**src/rtl/ldst_pkg.sv**
```systemverilog
`timescale 1ns/1ps
package ldst_pkg;
  localparam int OP_W    = 4;
  localparam int PCOFF_W = 9;
  localparam int BOFF_W  = 6;

  localparam logic [OP_W-1:0] OPC_LD  = 4'b0010;
  localparam logic [OP_W-1:0] OPC_LDI = 4'b1010;
  localparam logic [OP_W-1:0] OPC_LDR = 4'b0110;
  localparam logic [OP_W-1:0] OPC_LEA = 4'b1110;
  localparam logic [OP_W-1:0] OPC_ST  = 4'b0011;
  localparam logic [OP_W-1:0] OPC_STI = 4'b1011;
  localparam logic [OP_W-1:0] OPC_STR = 4'b0111;

  typedef enum logic [2:0] {
    S_IDLE, S_PTR, S_RD, S_WR, S_WB, S_DONE
  } seqState_t;

  typedef struct packed {
    logic capture;     // latch operands and effective address
    logic rdStb;       // memory read in progress
    logic wrStb;       // memory write in progress
    logic mdrFromMem;  // data word arrives
    logic marFromMem;  // pointer word arrives
    logic regWrite;    // register write-back
    logic wbAddr;      // write back the address instead of data
    logic doneStb;     // completion pulse
  } ctrlStrobes_t;
endpackage

```
**src/rtl/ldst_ctrl.sv**
```systemverilog
`timescale 1ns/1ps
module ldst_ctrl
  import ldst_pkg::*;
(
  input  logic              clk,
  input  logic              rstN,
  input  logic              start,
  input  logic [OP_W-1:0]   opcode,
  input  logic              memReady,
  output ctrlStrobes_t      strobes
);
  seqState_t state, nextState;
  logic indStore, isAddrOnly;

  always_comb begin
    nextState = state;
    case (state)
      S_IDLE: if (start) begin
        case (opcode)
          OPC_LD, OPC_LDR:  nextState = S_RD;
          OPC_LDI, OPC_STI: nextState = S_PTR;
          OPC_ST, OPC_STR:  nextState = S_WR;
          OPC_LEA:          nextState = S_WB;
          default:          nextState = S_DONE;
        endcase
      end
      S_PTR:  if (memReady) nextState = indStore ? S_WR : S_RD;
      S_RD:   if (memReady) nextState = S_WB;
      S_WR:   if (memReady) nextState = S_DONE;
      S_WB:   nextState = S_DONE;
      S_DONE: nextState = S_IDLE;
      default: nextState = S_IDLE;
    endcase
  end

  always_ff @(posedge clk) begin
    if (!rstN) begin
      state      <= S_IDLE;
      indStore   <= 1'b0;
      isAddrOnly <= 1'b0;
    end else begin
      state <= nextState;
      if (state == S_IDLE && start) begin
        indStore   <= (opcode == OPC_STI);
        isAddrOnly <= (opcode == OPC_LEA);
      end
    end
  end

  always_comb begin
    strobes            = '0;
    strobes.capture    = (state == S_IDLE) && start;
    strobes.rdStb      = (state == S_PTR) || (state == S_RD);
    strobes.wrStb      = (state == S_WR);
    strobes.mdrFromMem = (state == S_RD) && memReady;
    strobes.marFromMem = (state == S_PTR) && memReady;
    strobes.regWrite   = (state == S_WB);
    strobes.wbAddr     = isAddrOnly;
    strobes.doneStb    = (state == S_DONE);
  end

  // completion lasts one cycle
  a_r10_done_pulse: assert property (@(posedge clk) disable iff (!rstN)
    strobes.doneStb |=> !strobes.doneStb);
  // never read and write at once
  a_r9_rd_wr_excl: assert property (@(posedge clk) disable iff (!rstN)
    !(strobes.rdStb && strobes.wrStb));
  // a write access is never followed by a register write
  a_r7_store_no_wb: assert property (@(posedge clk) disable iff (!rstN)
    strobes.wrStb |=> !strobes.regWrite);
  // a start during a busy cycle does not restart capture
  a_r11_busy_ignore: assert property (@(posedge clk) disable iff (!rstN)
    strobes.rdStb |=> !strobes.capture);
endmodule

```
**src/rtl/ldst_dpath.sv**
```systemverilog
`timescale 1ns/1ps
module ldst_dpath
  import ldst_pkg::*;
#(
  parameter int WORD_W = 16,
  parameter int IDX_W  = 3
) (
  input  logic              clk,
  input  logic              rstN,
  input  ctrlStrobes_t      strobes,
  input  logic [WORD_W-1:0] instr,
  input  logic [WORD_W-1:0] pcNext,
  input  logic [WORD_W-1:0] baseVal,
  input  logic [WORD_W-1:0] srcVal,
  input  logic [WORD_W-1:0] memRdata,
  output logic [WORD_W-1:0] memAddr,
  output logic [WORD_W-1:0] memWdata,
  output logic [IDX_W-1:0]  regIdx,
  output logic [WORD_W-1:0] regData,
  output logic              flagN,
  output logic              flagZ,
  output logic              flagP
);
  localparam int REG_LSB = PCOFF_W;

  logic [WORD_W-1:0] mar, mdr, pcOff, baseOff, effAddr;
  logic [IDX_W-1:0]  dstIdx;
  logic [OP_W-1:0]   opcode;
  logic              useBase;

  assign opcode  = instr[WORD_W-1 -: OP_W];
  assign useBase = (opcode == OPC_LDR) || (opcode == OPC_STR);
  assign pcOff   = {{(WORD_W-PCOFF_W){instr[PCOFF_W-1]}}, instr[PCOFF_W-1:0]};
  assign baseOff = {{(WORD_W-BOFF_W){instr[BOFF_W-1]}}, instr[BOFF_W-1:0]};
  assign effAddr = useBase ? (baseVal + baseOff) : (pcNext + pcOff);

  always_ff @(posedge clk) begin
    if (!rstN) begin
      mar    <= '0;
      mdr    <= '0;
      dstIdx <= '0;
    end else begin
      if (strobes.capture) begin
        mar    <= effAddr;
        mdr    <= srcVal;
        dstIdx <= instr[REG_LSB +: IDX_W];
      end else if (strobes.marFromMem) begin
        mar <= memRdata;
      end else if (strobes.mdrFromMem) begin
        mdr <= memRdata;
      end
    end
  end

  assign memAddr  = mar;
  assign memWdata = mdr;
  assign regIdx   = dstIdx;
  assign regData  = strobes.wbAddr ? mar : mdr;

  always_ff @(posedge clk) begin
    if (!rstN) begin
      flagN <= 1'b0;
      flagZ <= 1'b1;
      flagP <= 1'b0;
    end else if (strobes.regWrite) begin
      flagN <= regData[WORD_W-1];
      flagZ <= (regData == '0);
      flagP <= !regData[WORD_W-1] && (regData != '0);
    end
  end

  // exactly one flag set
  a_r8_flags_onehot: assert property (@(posedge clk) disable iff (!rstN)
    $countones({flagN, flagZ, flagP}) == 1);
  // flags follow the written value
  a_r8_flag_value: assert property (@(posedge clk) disable iff (!rstN)
    strobes.regWrite |=> (flagN == $past(regData[WORD_W-1])) &&
                         (flagZ == ($past(regData) == '0)));
  // flags hold when nothing is written back
  a_r7_flags_hold: assert property (@(posedge clk) disable iff (!rstN)
    !strobes.regWrite |=> $stable({flagN, flagZ, flagP}));
endmodule

```
**src/rtl/ldst_seq.sv**
```systemverilog
`timescale 1ns/1ps
module ldst_seq
  import ldst_pkg::*;
#(
  parameter int WORD_W = 16,
  parameter int IDX_W  = 3
) (
  input  logic              clk,
  input  logic              rstN,
  input  logic              start,
  input  logic [WORD_W-1:0] instr,
  input  logic [WORD_W-1:0] pcNext,
  input  logic [WORD_W-1:0] baseVal,
  input  logic [WORD_W-1:0] srcVal,
  output logic [WORD_W-1:0] memAddr,
  output logic [WORD_W-1:0] memWdata,
  output logic              memRd,
  output logic              memWr,
  input  logic [WORD_W-1:0] memRdata,
  input  logic              memReady,
  output logic              regWe,
  output logic [IDX_W-1:0]  regIdx,
  output logic [WORD_W-1:0] regData,
  output logic              flagN,
  output logic              flagZ,
  output logic              flagP,
  output logic              done
);
  ctrlStrobes_t strobes;

  ldst_ctrl u_ctrl (
    .clk      (clk),
    .rstN     (rstN),
    .start    (start),
    .opcode   (instr[WORD_W-1 -: OP_W]),
    .memReady (memReady),
    .strobes  (strobes)
  );

  ldst_dpath #(.WORD_W(WORD_W), .IDX_W(IDX_W)) u_dpath (
    .clk      (clk),
    .rstN     (rstN),
    .strobes  (strobes),
    .instr    (instr),
    .pcNext   (pcNext),
    .baseVal  (baseVal),
    .srcVal   (srcVal),
    .memRdata (memRdata),
    .memAddr  (memAddr),
    .memWdata (memWdata),
    .regIdx   (regIdx),
    .regData  (regData),
    .flagN    (flagN),
    .flagZ    (flagZ),
    .flagP    (flagP)
  );

  assign memRd = strobes.rdStb;
  assign memWr = strobes.wrStb;
  assign regWe = strobes.regWrite;
  assign done  = strobes.doneStb;

  // an access waiting for ready holds its address, data and strobe
  a_r9_addr_hold: assert property (@(posedge clk) disable iff (!rstN)
    (memRd || memWr) && !memReady |=>
      (memRd == $past(memRd)) && (memWr == $past(memWr)) &&
      $stable(memAddr) && $stable(memWdata));
  // no register write while memory is strobed
  a_r10_wb_no_access: assert property (@(posedge clk) disable iff (!rstN)
    regWe |-> !(memRd || memWr));
endmodule

```
**config.mk**
```make
export PLATFORM = sky130hd
export DESIGN_NAME = ldst_seq
export DESIGN_NICKNAME = d
export VERILOG_FILES = /design/src/rtl/ldst_pkg.sv /design/src/rtl/ldst_ctrl.sv /design/src/rtl/ldst_dpath.sv /design/src/rtl/ldst_seq.sv
export SDC_FILE = /design/constraint.sdc
export NUM_CORES = 1
export LEC_CHECK = 0
export ABC_AREA = 1
export BUFFER_PORTS_ARGS = -buffer_cell sky130_fd_sc_hd__buf_2
export CAP_MARGIN = 20
export CORE_MARGIN = 2
export CORE_UTILIZATION = 52
export CTS_CLUSTER_DIAMETER = 100
export DETAILED_ROUTE_END_ITERATION = 12
export PLACE_DENSITY = 0.82
export SETUP_SLACK_MARGIN = 0.02
export SLEW_MARGIN = 20
export SYNTH_ARGS = -nofsm -noshare
export SYNTH_HDL_FRONTEND = slang
export SYNTH_HIERARCHICAL = 1
export SYNTH_SLANG_ARGS = --single-unit
```
**constraint.sdc**
```tcl
create_clock -name clk -period 2.3 [get_ports clk]
set_input_delay 0.46 -clock clk [delete_from_list [all_inputs] [get_ports clk]]
set_output_delay 0.46 -clock clk [all_outputs]
set_load 0.01 [all_outputs]
```
Word level (Yosys, flattened, before mapping)
Index checks and enable logic that the tools add are counted.
W data, S select, Z words.
{ "word_totals": {"output_inout_bits": 58, "register_bits": 43, "elab_cells": 59, "inputBits": 84} }
{ "op_classes": {"n_eq_ne": 17, "n_addsub": 2, "n_reduce_logical": 17, "mux": 14} }
{ "op_table": {"columns": ["op", "n"], "rows": [
  ["$mux W16", 7],
  ["$add A16 B16 Y16", 2],
  ["$logic_not A16 Y1", 1],
  ["$reduce_bool A16 Y1", 1],
  ["$pmux W3 S5", 1],
  ["$eq A4 B4 Y1 const B", 3],
  ["$mux W3", 4],
  ["$pmux W3 S4", 1],
  ["$eq A4 B2 Y1 const B", 2],
  ["$eq A4 B3 Y1 const B", 2],
  ["$eq A3 B2 Y1 const B", 2],
  ["$eq A3 B3 Y1 const B", 2],
  ["$ne A2 B2 Y1 const B", 3],
  ["$reduce_or A2 Y1", 3],
  ["$logic_and A1 B1 Y1", 4],
  ["$ne A2 B1 Y1 const B", 2],
  ["$reduce_and A4 Y1", 1],
  ["$reduce_bool A2 Y1", 2],
  ["$eq A3 B1 Y1 const B", 1],
  ["$logic_not A3 Y1", 1],
  ["$logic_or A1 B1 Y1", 2],
  ["$reduce_and A2 Y1", 1],
  ["$logic_not A1 Y1", 1],
  ["$mux W1", 1]
]} }

Longest topological paths before layout
Gate-level depths: netlist of run 1.
{ "depth": {"depth_word": 5, "mapped_depth": 13, "depth_no_buf": 13} }

Modules after synthesis
The synthesis of run 1 kept the hierarchy.
{ "by_module_without_submodules": {"columns": ["mod", "area_per_inst_um2", "cells_each", "seq_area_each_um2", "instances"], "rows": [
  ["ldst_dpath", 3843.7, 681, 760.7, 1],
  ["ldst_ctrl", 375.4, 60, 100.1, 1]
]} }

Least setup slack after synthesis of run 1
No wires, ideal clock.
{ "synth_timing": {"path_kind": "input -> register", "from": "input port instr[0]", "to": "register u_dpath.mar[6] (netlist: u_dpath/memAddr[6])", "arrival_ns": 1.796, "cell_stages": 11, "path_slack_ns": 0.377, "n_path_buf": 0, "t_required_ns": 2.172, "setup_ns": 0.128, "path_cell_list": "ha_1 > fa_1 > nand2_1 > nand2_1 > nand3_1 > nand2_1 > or2_1 > nand3_1 > nand2_1 > a21oi_1 > nor2_1"} }
{ "synth_via": {"elab_chain_cells": 3, "word_cells_on_any_way": 4, "classes_between": "add/sub (2); mux (2)"} }
{ "synth_lines": {"columns": ["element", "line_no", "text"], "rows": [
  ["start, declared", "ldst_seq.sv:11", "input logic [WORD_W-1:0] instr,"],
  ["$add A16 B16 Y16", "ldst_dpath.sv:35", "assign effAddr = useBase ? (baseVal + baseOff) : (pcNext + pcOff);"],
  ["$mux W16 (*)", "ldst_dpath.sv:35", null],
  ["$mux W16 (*)", "ldst_dpath.sv:43", "if (strobes.capture) begin"],
  ["end signal, assigned", "ldst_dpath.sv:44", "mar <= effAddr;"],
  ["end signal, assigned", "ldst_dpath.sv:48", "mar <= memRdata;"],
  ["end, declared", "ldst_dpath.sv:26", "logic [WORD_W-1:0] mar, mdr, pcOff, baseOff, effAddr;"]
]} }
Mark *: on every way between the ends. The rest lies on a longest branch, timed or not.
A chain may end at the register's enable or synchronous reset.

==> results.cfg, run 1 <==
[setup_path]
crit_chain = inv_2, nand3_1, nor2_1, inv_2, nand2_1, nand2_1, buf_4, o21ai_0, a31oi_1
cp.depth = 9
r2r_cells = 9
cp.required_ns = 2.48
setup.worst_path.end_class = flop
slowest_delay_ns = 0.35
path_max_fanout = 11
arrival_ns = 2.15
crit_family = simple AND/OR/NAND/NOR gates
critPathLaunchType = flop
critPathBufInv = 3
crit_type = flop to flop
crit_slowest_cell = dfxtp_1

[logic_synthesis]
synth_most_common_cell = nand2_1
mappedNetlistNets = 857
synth_top_cell_area_share_pct = 26.7
synth_seq_cells = 43
synthFlopType = dfxtp_1
synth_top_cell_by_area = nand2_1
synth_edf_count = 0
synthArstFlopShare_pct = 0
yosys_warnings = 6
synthCells = 741
syn-cell-area_um2 = 4220
syn_avg_cell_area_um2 = 5.69
synth-seq-area-share_pct = 20.4
ys_top_cells_by_area = nand2_1 27%, dfxtp_1 20%, ha_1 8.9%
synth.distinct_cells = 39
synthTopCellsByCount = 300 x nand2_1, 86 x inv_1, 54 x nand3_1

[finish]
layout-drive-gt1-share_pct = 22.5
final_util_pct = 65.6
synthToLayoutAreaGrowth_pct = 21.3
antenna_cells = 0
fillers = 785
nets = 994
fin_area_um2 = 5120

[pwr]
p_int_mw = 2.28
irDropWorstVdd_mv = 0.730
switching_share_pct = 48.3
pwr-share-comb_pct = 57.7
sequentialPowerShare_pct = 28.6
power.share.clock_pct = 13.7
switchingPower_mw = 2.12
p_leak_nw = 2.94
p_per_area_nw_per_um2 = 860

[sta]
finalSetupTns_ns = 0
finClkSkew_ns = 0.00722
hold_violations = 0
worst_pin_slew_ns = 0.705
finalCritPeriodShare_pct = 85.8
rsz0062_at_grt = no
period_needed_ns = 1.97
max_freq_ghz = 0.507
maxSlewViolCount = 0
finalSetupViolations = 0
setup_ws_ns = 0.327
timing.slew.headroom_pct = 52.9

[routing]
via_count = 5198
postRouteAntennaNets = 0
post_drt_wl_per_cell_um = 13.4
via_per_inst = 5.30
dr.pass1.iters = 5
drtIter0Drc = 334
wl_mm = 13.1
drc_errors = 0

[global_route]
grt_max_degree = 27
grt_util_all_layers_pct = 29.6
gr-total-overflow = 0
grt_pass1_wl_mm = 21.3
grt_pass1_vias = 4740
antenna_found_initial = 0

[cts]
path_clk_slew_ns = 0.08
root_buffer = clkbuf_8
cts_hold_buffers = 0
clk_path_buf_depth = 2
cts_made_buffers = 5
cts_tree = built
cts_resized = 0
cts.sinks = 43
cts_setup_buffers = 0
clk_latency_ns = 0.30
cts_max_level = 2

[die]
ios = 142
initial_utilization_pct = 54.0
die_y_um = 94.1
dieWidth_um = 94.1
dieArea_um2 = 8850
row_count = 32
core_area_um2 = 7810

[run_status]
status = complete, no violations

[worst_hold_path]
hold_class = primary input to flop
whs_path_depth = 3

[placed_design]
placed_area_um2 = 5010
globalplace.congestion = 0.942
io_buffers = 141
hpwl_mm = 10.6
pre_cts_ws_ns = 0.0935

[flow_run]
drv_cap = 0
final cells by class:
class / count / area, um^2 / share of cell area [%]
inverter: 108 / 410 / 8.02
clock buffer: 5 / 68.8 / 1.34
multi-input combinational: 571 / 2840 / 55.5
clock inverter: 3 / 43.8 / 0.856
tap: 102 / 128 / 2.49
sequential: 43 / 861 / 16.8
timing repair buffer: 149 / 766 / 15.0
stage by stage:
stage / cells / hold WS, ns / total power [mW]
after floorplan: 741 / 0.455 / 2.86
after global placement: 973 / 0.461 / 3.70
after detailed placement: 973 / 0.459 / 3.76
after CTS: 981 / 0.389 / 4.36
after global routing: 981 / 0.394 / 4.74
final: 981 / 0.386 / 4.40
state kept, by name, indices dropped and copies added, names as in the netlist:
| signal | count |
|---|---|
| u_ctrl/state | 3 |
| u_dpath/memWdata | 16 |
| u_dpath/flagN | 1 |
| u_dpath/flagP | 1 |
| u_ctrl/isAddrOnly | 1 |
| u_dpath/flagZ | 1 |
| u_ctrl/indStore | 1 |
| u_dpath/regIdx | 3 |
| u_dpath/memAddr | 16 |
cell families after synthesis:
kind of cell    count (synthesis)  share of synthesized area (%)
flops                          43                           20.4
compound gates                 91                           12.0
simple gates                  444                           44.7
buf+inv                       127                           12.2
fa+ha+maj                      32                           9.85
xor+xnor                        4                          0.831
layout by cell type (no fill, tap or decap), types with 3 or more instances in the layout:
| cell | Yosys | layout |
|---|---|---|
| xnor2_1 | 3 | 3 |
| nand2_1 | 300 | 300 |
| nand3b_1 | 8 | 8 |
| a21oi_1 | 30 | 30 |
| or2_1 | 4 | 4 |
| nand4_1 | 6 | 6 |
| o21ai_1 | 10 | 10 |
| clkinv_1 | 3 | 3 |
| o21ai_0 | 22 | 22 |
| nand2_2 | 8 | 8 |
| nand3_1 | 54 | 54 |
| nor2_2 | 3 | 3 |
| a31oi_1 | 22 | 22 |
| ha_1 | 30 | 30 |
| inv_1 | 86 | 86 |
| buf_4 | 2 | 8 |
| nand2_4 | 3 | 3 |
| dfxtp_1 | 43 | 43 |
| inv_2 | 17 | 17 |
| buf_2 | 7 | 141 |
| nor3_1 | 9 | 9 |
| clkbuf_8 | 0 | 5 |
| nor2_1 | 42 | 42 |
power by group through the flow:
stage | clock network [mW] | logic, mW | registers (mW)
floorplan | 0 | 1.52 | 1.33
global placement | 0 | 2.44 | 1.26
detailed placement | 0 | 2.50 | 1.26
CTS | 0.603 | 2.51 | 1.25
global route | 0.631 | 2.82 | 1.28
finish | 0.603 | 2.54 | 1.26
per-layer routing:
layer  wire [um]  GRT usage [%]  up-vias
met4         270           7.13        0
met1        5770           38.9     2336
met2        6130           50.2      205
met3         966           5.22       28
li1            -              -     2629
met5           0              0        -
final timing paths:
kind,startpoint,end,slack (ns)
worst max-delay path,u_ctrl/state[2]$_SDFFE_PN0P_,u_dpath/memWdata[1]$_SDFFE_PN0P_,0.33
worst min-delay path,instr[10],u_dpath/regIdx[1]$_SDFFE_PN0P_,0.39
worst max register to register,u_ctrl/state[2]$_SDFFE_PN0P_,u_dpath/memWdata[1]$_SDFFE_PN0P_,0.33
worst min register to register,u_dpath/flagP$_SDFFE_PN0P_,u_dpath/flagP$_SDFFE_PN0P_,0.48
worst reg2reg max path: cells and delay by family (launching register included):
kind            cells  cell delay (ns)
buf+inv             3             0.55
simple gates        4             0.66
compound gates      2             0.30
flops               1             0.35
(Power assumes the default switching activity.)
==> inputs of run 2 (changes only) <==
Clock period 2.3 ns to 2.05 ns, I/O delays scaled along.
==> results.cfg, run 2 (synthesis gave the netlist of run 1 again) <==
[global_route]
gr-total-overflow = 0
antenna_found_initial = 0
grt_pass1_wl_mm = 21.9
grt_pass1_vias = 4755
grt_util_all_layers_pct = 30.6
grt_max_degree = 27

[pwr]
power.share.clock_pct = 13.5
switchingPower_mw = 2.42
p_per_area_nw_per_um2 = 965
switching_share_pct = 48.1
irDropWorstVdd_mv = 0.774
pwr-share-comb_pct = 58.3
sequentialPowerShare_pct = 28.1
p_int_mw = 2.61
power.total_mw = 5.03
p_leak_nw = 3.00

[finish]
layout-drive-gt1-share_pct = 23.3
final_common_cell = nand2_1
antenna_cells = 0
mostFrequentLayoutCells = 300 x nand2_1, 141 x buf_2, 86 x inv_1
multiInputGateArea_um2 = 2840
fillers = 736
register_area_um2 = 861
synthToLayoutAreaGrowth_pct = 23.5
instances_no_fill = 990
nets = 1003

[cts]
cts_tree = built
root_buffer = clkbuf_8
clk_path_buf_depth = 2
cts_resized = 0
cts.sinks = 43
cts_max_level = 2
cts_setup_buffers = 0
path_clk_slew_ns = 0.08
cts_made_buffers = 5
clk_latency_ns = 0.31
cts_hold_buffers = 0

[setup_path]
arrival_ns = 1.48
path_max_fanout = 11
cp.required_ns = 1.64
slowest_delay_ns = 0.54
crit_slowest_cell = dfxtp_1
reg2reg_slack_ns = 0.20
crit_family = flip-flops
setup.worst_path.end_class = primary output
cpMostUsedCell = nand2_1
crit_type = flop to primary output
critPathLaunchType = flop
crit_chain = buf_4, nand2_1, nand2_1, buf_2
critPathBufInv = 2

[sta]
finalCritPeriodShare_pct = 92.2
rsz0062_at_grt = no
setup_ws_ns = 0.160
worst_pin_slew_ns = 0.436
max_freq_ghz = 0.529
timing.slew.headroom_pct = 70.7
period_needed_ns = 1.89
finalSetupViolations = 0
finClkSkew_ns = 0.00996
hold_violations = 0
maxSlewViolCount = 0

[placed_design]
pre_cts_ws_ns = -0.0781
globalplace.congestion = 0.975
io_buffers = 141
hpwl_mm = 11.0
dp_cells = 982

[routing]
dr.pass1.iters = 5
postRouteAntennaNets = 0
drtIter0Drc = 508
drc_errors = 0
via_per_inst = 5.32
via_count = 5266
post_drt_wl_per_cell_um = 13.7
wl_mm = 13.5

[die]
ios = 142
core_area_um2 = 7810
initial_utilization_pct = 54.0
row_count = 32
dieWidth_um = 94.1
die_y_um = 94.1
dieArea_um2 = 8850

[run_status]
status = complete, no violations

[flow_run]
drv_cap = 0

[worst_hold_path]
hold_class = primary input to flop
## run 2: cell types whose count changed in the layout (fill, tap and decap cells not counted), sizes merged
| cell | delta |
|---|---|
| buf | +9 |
## run 2: worst paths after layout
kind	start	end	depth (start not counted)
worst min register to register	u_dpath/flagZ$_SDFFE_PN1P_	u_dpath/flagZ$_SDFFE_PN1P_	2
worst max register to register	u_ctrl/state[1]$_SDFFE_PN0P_	u_dpath/memWdata[2]$_SDFFE_PN0P_	10
worst max-delay path	u_ctrl/isAddrOnly$_SDFFE_PN0P_	regData[8]	4
worst min-delay path	instr[9]	u_dpath/regIdx[0]$_SDFFE_PN0P_	3
## run 2: per-layer routing
metal | routed length, um | part of all wire, % | GRT usage, %
met1 | 5720 | 42 | 41.3
met2 | 6510 | 48 | 52.2
met3 | 1050 | 7.7 | 3.53
met4 | 269 | 2.0 | 7.00
met5 | 0 | 0 | 0
## run 2: layout make-up
class | instances | share of cell area [%]
Inverter | 108 | 7.88
Clock inverter | 3 | 0.840
Clock buffer | 5 | 1.32
Sequential cell | 43 | 16.5
Tap cell | 102 | 2.45
Timing Repair Buffer | 158 | 16.5
Multi-Input combinational cell | 571 | 54.5
## run 2: worst register-to-register path, delay by kind of cell, from the launching register on
family | cells | cell delay (ns)
buffers and inverters | 4 | 0.62
AO/OA/AOI/OAI | 2 | 0.32
flip-flops | 1 | 0.39
AND/OR/NAND/NOR | 4 | 0.45
## run 2: power groups by stage
stage / Clock [mW] / Sequential [mW] / Combinational [mW]
2_1_floorplan: 0 / 1.50 / 1.71
3_3_place_gp: 0 / 1.41 / 2.80
3_5_place_dp: 0 / 1.42 / 2.88
4_1_cts: 0.684 / 1.41 / 2.89
5_1_grt: 0.720 / 1.45 / 3.26
6_report: 0.680 / 1.41 / 2.93
## run 2: stage by stage
| stage | utilization, % | setup TNS (ns) | instance area (um^2) | hold WS (ns) |
|---|---|---|---|---|
| final | 66.7 | 0 | 5210 | 0.340 |
| after global routing | 66.7 | 0 | 5210 | 0.345 |
| after CTS | 66.7 | 0 | 5210 | 0.334 |
| after detailed placement | 65.3 | -0.445 | 5100 | 0.473 |
| after global placement | 65.3 | -0.0393 | 5100 | 0.460 |
| after floorplan | - | 0 | 4220 | 0.455 |
